$ cat src/rtl/hdr_ins_pkg.sv
package hdr_ins_pkg;

   localparam int BYTE_W    = 8;
   localparam int HDR_BYTES = 8;
   localparam int HB_W      = $clog2(HDR_BYTES);

   typedef enum logic [1:0] {
      ST_ADDR,
      ST_HDR,
      ST_BODY
   } phase_t;

   typedef struct packed {
      logic        lso;
      logic [15:0] mss_recip;
      logic [15:0] seq_lo;
      logic [7:0]  next_proto;
   } meta_t;

   function automatic logic [BYTE_W-1:0] hdr_byte(
      input logic [HB_W-1:0] pos,
      input meta_t           m,
      input logic [15:0]     etype,
      input logic [7:0]      syn_plain,
      input logic [7:0]      syn_lso
   );
      logic [BYTE_W-1:0] b;
      case (pos)
         3'd0:    b = etype[15:8];
         3'd1:    b = etype[7:0];
         3'd2:    b = m.lso ? syn_lso : syn_plain;
         3'd3:    b = m.lso ? m.mss_recip[15:8] : 8'h00;
         3'd4:    b = m.lso ? m.mss_recip[7:0]  : 8'h00;
         3'd5:    b = m.lso ? m.seq_lo[15:8]    : 8'h00;
         3'd6:    b = m.lso ? m.seq_lo[7:0]     : 8'h00;
         default: b = m.next_proto;
      endcase
      return b;
   endfunction

endpackage

$ cat src/rtl/hdr_ins_seq.sv
module hdr_ins_seq
   import hdr_ins_pkg::*;
#(
   parameter int MAC_BYTES = 12,
   parameter int IDX_W     = 4
) (
   input  logic             clk,
   input  logic             rst_n,
   input  logic             adv,
   input  logic             s_last,
   input  meta_t            meta_in,
   output phase_t           phase,
   output logic [IDX_W-1:0] idx,
   output meta_t            meta_q
);

   localparam logic [IDX_W-1:0] ADDR_END = IDX_W'(MAC_BYTES - 1);
   localparam logic [IDX_W-1:0] HDR_END  = IDX_W'(HDR_BYTES - 1);

   phase_t           phase_n;
   logic [IDX_W-1:0] idx_n;

   always_comb begin
      phase_n = phase;
      idx_n   = idx;
      if (adv) begin
         case (phase)
            ST_ADDR: begin
               if (s_last) begin
                  idx_n = '0;
               end else if (idx == ADDR_END) begin
                  phase_n = ST_HDR;
                  idx_n   = '0;
               end else begin
                  idx_n = idx + IDX_W'(1);
               end
            end
            ST_HDR: begin
               if (idx == HDR_END) begin
                  phase_n = ST_BODY;
                  idx_n   = '0;
               end else begin
                  idx_n = idx + IDX_W'(1);
               end
            end
            default: begin
               if (s_last) phase_n = ST_ADDR;
            end
         endcase
      end
   end

   always_ff @(posedge clk or negedge rst_n) begin
      if (!rst_n) begin
         phase  <= ST_ADDR;
         idx    <= '0;
         meta_q <= '0;
      end else begin
         phase <= phase_n;
         idx   <= idx_n;
         if (adv && phase == ST_ADDR && idx == '0)
            meta_q <= meta_in;
      end
   end


   runt_restart_chk: assert property (@(posedge clk) disable iff (!rst_n)
      (phase == ST_ADDR && adv && s_last) |=> (phase == ST_ADDR && idx == '0));


   hdr_exit_chk: assert property (@(posedge clk) disable iff (!rst_n)
      (phase == ST_HDR && adv && idx == HDR_END) |=> (phase == ST_BODY));


   meta_hold_chk: assert property (@(posedge clk) disable iff (!rst_n)
      (phase != ST_ADDR) |=> $stable(meta_q));


   addr_bound_chk: assert property (@(posedge clk) disable iff (!rst_n)
      (phase == ST_ADDR) |-> (idx <= ADDR_END));

endmodule

$ cat src/rtl/hdr_ins_mux.sv
module hdr_ins_mux
   import hdr_ins_pkg::*;
#(
   parameter logic [15:0] META_ETYPE = 16'h8CE4,
   parameter logic [7:0]  SYN_PLAIN  = 8'h08,
   parameter logic [7:0]  SYN_LSO    = 8'h09
) (
   input  phase_t            phase,
   input  logic [HB_W-1:0]   hpos,
   input  meta_t             meta_q,
   input  logic              s_valid,
   input  logic [BYTE_W-1:0] s_data,
   input  logic              s_last,
   output logic              s_ready,
   output logic              c_valid,
   output logic [BYTE_W-1:0] c_data,
   output logic              c_last,
   input  logic              c_ready
);

   always_comb begin
      if (phase == ST_HDR) begin
         c_valid = 1'b1;
         c_data  = hdr_byte(hpos, meta_q, META_ETYPE, SYN_PLAIN, SYN_LSO);
         c_last  = 1'b0;
         s_ready = 1'b0;
      end else begin
         c_valid = s_valid;
         c_data  = s_data;
         c_last  = s_last;
         s_ready = c_ready;
      end
   end

endmodule

$ cat src/rtl/hdr_ins_oreg.sv
module hdr_ins_oreg
   import hdr_ins_pkg::*;
(
   input  logic              clk,
   input  logic              rst_n,
   input  logic              i_valid,
   input  logic [BYTE_W-1:0] i_data,
   input  logic              i_last,
   output logic              i_ready,
   output logic              o_valid,
   output logic [BYTE_W-1:0] o_data,
   output logic              o_last,
   input  logic              o_ready
);

   assign i_ready = !o_valid || o_ready;

   always_ff @(posedge clk or negedge rst_n) begin
      if (!rst_n) begin
         o_valid <= 1'b0;
         o_data  <= '0;
         o_last  <= 1'b0;
      end else if (i_ready) begin
         o_valid <= i_valid;
         o_data  <= i_data;
         o_last  <= i_last;
      end
   end


   out_hold_chk: assert property (@(posedge clk) disable iff (!rst_n)
      (o_valid && !o_ready) |=> (o_valid && $stable(o_data) && $stable(o_last)));

endmodule

$ cat src/rtl/frame_meta_inserter.sv
module frame_meta_inserter
   import hdr_ins_pkg::*;
#(
   parameter int          MAC_BYTES  = 12,
   parameter logic [15:0] META_ETYPE = 16'h8CE4,
   parameter logic [7:0]  SYN_PLAIN  = 8'h08,
   parameter logic [7:0]  SYN_LSO    = 8'h09,
   parameter bit          OUT_REG    = 1'b1
) (
   input  logic        clk,
   input  logic        rst_n,
   input  logic        s_valid,
   output logic        s_ready,
   input  logic [7:0]  s_data,
   input  logic        s_last,
   input  logic        s_lso,
   input  logic [15:0] s_mss_recip,
   input  logic [15:0] s_seq_lo,
   input  logic [7:0]  s_next_proto,
   output logic        m_valid,
   input  logic        m_ready,
   output logic [7:0]  m_data,
   output logic        m_last
);

   localparam int CNT_MAX = (MAC_BYTES > HDR_BYTES) ? MAC_BYTES : HDR_BYTES;
   localparam int IDX_W   = $clog2(CNT_MAX + 1);

   if (MAC_BYTES < 1) begin : g_bad_mac
      $error("MAC_BYTES must be at least 1");
   end
   if (SYN_PLAIN == SYN_LSO) begin : g_bad_syn
      $error("operation codes must differ");
   end

   phase_t            phase;
   logic [IDX_W-1:0]  idx;
   meta_t             meta_in, meta_q;
   logic              c_valid, c_last, c_ready;
   logic [BYTE_W-1:0] c_data;

   assign meta_in = '{lso: s_lso, mss_recip: s_mss_recip,
                      seq_lo: s_seq_lo, next_proto: s_next_proto};

   hdr_ins_seq #(.MAC_BYTES(MAC_BYTES), .IDX_W(IDX_W)) u_seq (
      .clk     (clk),
      .rst_n   (rst_n),
      .adv     (c_valid && c_ready),
      .s_last  (s_last),
      .meta_in (meta_in),
      .phase   (phase),
      .idx     (idx),
      .meta_q  (meta_q)
   );

   hdr_ins_mux #(.META_ETYPE(META_ETYPE), .SYN_PLAIN(SYN_PLAIN), .SYN_LSO(SYN_LSO)) u_mux (
      .phase   (phase),
      .hpos    (idx[HB_W-1:0]),
      .meta_q  (meta_q),
      .s_valid (s_valid),
      .s_data  (s_data),
      .s_last  (s_last),
      .s_ready (s_ready),
      .c_valid (c_valid),
      .c_data  (c_data),
      .c_last  (c_last),
      .c_ready (c_ready)
   );

   if (OUT_REG) begin : g_reg
      hdr_ins_oreg u_oreg (
         .clk     (clk),
         .rst_n   (rst_n),
         .i_valid (c_valid),
         .i_data  (c_data),
         .i_last  (c_last),
         .i_ready (c_ready),
         .o_valid (m_valid),
         .o_data  (m_data),
         .o_last  (m_last),
         .o_ready (m_ready)
      );
   end else begin : g_comb
      assign m_valid = c_valid;
      assign m_data  = c_data;
      assign m_last  = c_last;
      assign c_ready = m_ready;
   end


   syndrome_code_chk: assert property (@(posedge clk) disable iff (!rst_n)
      (phase == ST_HDR && idx == IDX_W'(2)) |-> (c_data == SYN_PLAIN || c_data == SYN_LSO));


   no_last_in_hdr_chk: assert property (@(posedge clk) disable iff (!rst_n)
      (phase == ST_HDR) |-> (c_valid && !c_last && !s_ready));

endmodule

$ cat config.mk
export PLATFORM = sky130hd
export DESIGN_NAME = frame_meta_inserter
export DESIGN_NICKNAME = d
export VERILOG_FILES = /design/src/rtl/hdr_ins_pkg.sv /design/src/rtl/hdr_ins_seq.sv /design/src/rtl/hdr_ins_mux.sv /design/src/rtl/hdr_ins_oreg.sv /design/src/rtl/frame_meta_inserter.sv
export SDC_FILE = /design/constraint.sdc
export NUM_CORES = 1
export LEC_CHECK = 0
export BUFFER_PORTS_ARGS = -buffer_cell sky130_fd_sc_hd__buf_2
export CAP_MARGIN = 25
export CORE_MARGIN = 5
export CORE_UTILIZATION = 54
export CTS_CLUSTER_DIAMETER = 150
export DETAILED_ROUTE_END_ITERATION = 10
export GPL_ROUTABILITY_DRIVEN = 0
export PLACE_DENSITY = 0.87
export RECOVER_POWER = 25
export SYNTH_ARGS = -nofsm -noshare
export SYNTH_HDL_FRONTEND = slang
export SYNTH_SLANG_ARGS = --single-unit
$ cat constraint.sdc
create_clock -name clk -period 2.5 [get_ports clk]
set_input_delay 0.375 -clock clk [delete_from_list [all_inputs] [get_ports clk]]
set_output_delay 0.375 -clock clk [all_outputs]
set_load 0.005 [all_outputs]
==> metrics.yaml <==
run_status:
  outcome: "completed"
sta:
  rsz0062_at_grt: "no"
  setup_slack_ps: 299.4
  fin_tns_setup_ps: 0
  worstMarginPinSlew_ps: 1202
  timing.final.crit_share: 0.8802
  fin_crit_ps: 2201
  drv_slew: 0
  fin_skew_ps: 6.410
  fmax_mhz: 454.4
  max_slew_margin: 0.1983
  setup_viol: 0
  finalHoldViolCount: 0
synth:
  yosys.area.top_type: "dfrtp_1"
  seq_area_frac_synth: 0.4944
  synth_edf_count: 0
  synth_nets: 283
  netlist_top_cells_area: "dfrtp_1 49%, mux2_4 21%, nand2_1 2.5%"
  synth_most_common_cell: "dfrtp_1"
  yosys.area.top_type_share: 0.4944
  synth_commonest_cells: "57 x dfrtp_1, 40 x mux2_4, 19 x nand2_1, 11 x o21ai_0"
  yosysWarnings: 0
  synth_cell_types: 41
  async_flop_share: 1.000
  ys_ff_latch: 57
  syn_area_um2: 2885
  syn_inst: 224
  synth_area_per_cell_um2: 12.88
  synthFlopType: "dfrtp_1"
pwr:
  vdd_drop_max_mv: 0.4815
  power.density_nw_per_um2: 810.8
  p_leak_nw: 1.822
  power.total_mw: 2.810
critical_path:
  crit_path_start_kind: "register"
  r2r_cells: 5
  reg2reg_to: "g_reg.u_oreg.o_data[5]$_DFFE_PN0N_"
  critPathSlowestCell: "or4_1"
  path_cells: "ha_1 -> ha_1 -> or4_1 -> o21ai_0 -> o21ai_0"
  cp.required_ps: 2690
  worstSetupPathType: "register to register"
  cpLargestDelayFamily: "simple AND/OR/NAND/NOR gates"
  critPathMaxStageDelay_ps: 690
  cp_num_buf_inv: 0
  end_kind: "register"
  worstPathMaxFanout: 10
  reg2reg_slack_ps: 300
  cp.arrival_ps: 2390
  rr_startpoint: "u_seq.idx[0]$_DFFE_PN0P_"
layout:
  antennaDiodeCount: 0
  area_growth_pct: 20.12
  final_util: 0.6743
  layout-drive-gt1-share: 0.4426
  stdcell_area_um2: 3466
  fin_nets: 350
place:
  postPlaceCellArea_um2: 3242
  pre_cts_ws_ps: 351.4
  dpl.hpwl_um: 4816
  io_buffers: 64
drt:
  detail_route.vias_per_cell: 5.738
  dr.pass1.iters: 4
  ant_nets: 0
  wl_um: 6586
  drt_iter0_markers: 188
  vias: 2100
  wire_per_inst_um: 17.99
  drc_errors: 0
global_routing:
  grt_usage: 0.2063
  grt_overflow: 0
  antenna_found_initial: 0
  grt_pass1_vias: 2330
  grt_max_degree: 34
  grt_pass1_wl_um: 11380
clock_network:
  clk_root_buffer_cell: "clkbuf_8"
  clock_latency_ps: 340
  cts_tree: "yes"
  clock_path_buffers: 2
  cts_resized: 0
  cts_sinks: 57
  numCtsBuffers: 9
  clk_pin_slew_ps: 60
  cts_hold_buf: 0
  cts_setup_buffers: 0
  htreeDepth: 3
worst_hold_path:
  hp-class: "input port to async pin"
floorplan:
  design.die.area_um2: 6905
  coreArea_um2: 5140
  dieWidth_um: 83.10
  row_count: 26
  die_y_um: 83.10
  ioPinCount: 65
  initial_core_util: 0.5613
run:
  maxCapViolCount: 0
-- metrics by stage --
| step | hold WS [ps] | std cells |
|---|---|---|
| after floorplan | 79.41 | 224 |
| after global placement | 357.1 | 350 |
| after detailed placement | 369.6 | 350 |
| after CTS | 9.714 | 366 |
| after global routing | 259.8 | 366 |
| final | 266.3 | 366 |
-- metal layers --
layer / up-vias / global-route usage / share of wire
li1: 965 / - / -
met1: 1031 / 0.2495 / 0.40
met2: 87 / 0.3469 / 0.52
met3: 17 / 0.04059 / 0.056
met4: 0 / 0.1085 / 0.029
met5: - / 0 / 0
-- cell families after synthesis --
family / after synthesis / share of synthesized area
multiplexers: 42 / 0.2155
adder cells (fa/ha/maj): 5 / 0.02168
buffers and inverters: 20 / 0.04510
flip-flops: 57 / 0.4944
AO/OA/AOI/OAI: 54 / 0.1340
AND/OR/NAND/NOR: 46 / 0.08933
-- worst reg2reg max path, cell delays in order (launching register included) --
cell and delay [ps]:
dfrtp_1 440, ha_1 280, ha_1 350, or4_1 690, o21ai_0 190, o21ai_0 120
-- flip-flops by register name (all words and copies together) (netlist names) --
name / flops
g_reg.u_oreg.o_data: 8
u_seq.meta_q: 41
u_seq.phase: 2
u_seq.idx: 4
g_reg.u_oreg.o_last: 1
g_reg.u_oreg.o_valid: 1
-- worst max-delay path by stage --
stage | start | end | slack (ps) | cells past startpoint
floorplan | u_seq.idx[0]$_DFFE_PN0P_ | g_reg.u_oreg.o_data[2]$_DFFE_PN0N_ | 560 | 7
global placement | u_seq.idx[2]$_DFFE_PN0P_ | g_reg.u_oreg.o_data[4]$_DFFE_PN0N_ | 430 | 5
detailed placement | u_seq.idx[0]$_DFFE_PN0P_ | g_reg.u_oreg.o_data[5]$_DFFE_PN0N_ | 350 | 5
CTS | u_seq.idx[0]$_DFFE_PN0P_ | g_reg.u_oreg.o_data[5]$_DFFE_PN0N_ | 340 | 5
global route | u_seq.idx[2]$_DFFE_PN0P_ | g_reg.u_oreg.o_data[2]$_DFFE_PN0N_ | 170 | 5
finish | u_seq.idx[0]$_DFFE_PN0P_ | g_reg.u_oreg.o_data[5]$_DFFE_PN0N_ | 300 | 5
-- area by class of cell --
class | instances | area (um2)
Fill cell | 382 | 1674
Sequential cell | 57 | 1426
Multi-Input combinational cell | 147 | 1329
Timing Repair Buffer | 69 | 365.4
Clock buffer | 11 | 151.4
Tap cell | 70 | 87.58
Clock inverter | 5 | 77.57
Inverter | 7 | 28.78
-- power by group --
group / switching (mW) / leakage (nW) / total, mW / internal [mW]
Sequential: 0.0922 / 0.768 / 1.10 / 1.01
Combinational: 0.453 / 0.939 / 0.737 / 0.284
Clock: 0.364 / 0.115 / 0.976 / 0.611
Total: 0.909 / 1.82 / 2.81 / 1.90
-- layout by cell type (no fill, tap or decap), types with 3 or more instances in the layout --
master    netlist  routed
nor2_1          5       5
clkbuf_8        0      11
a21oi_1         7       7
nand2_1        19      19
inv_1           6       6
buf_4           1       3
a22oi_1         6       6
mux2_4         40      40
ha_1            5       5
buf_2           3      63
nand3_1         3       3
dfrtp_1        57      57
o21ai_0        11      11
a222oi_1        7       7
nand2b_1        7       7
o221ai_1        6       6
Note: power is estimated with default switching activity, not from simulation.
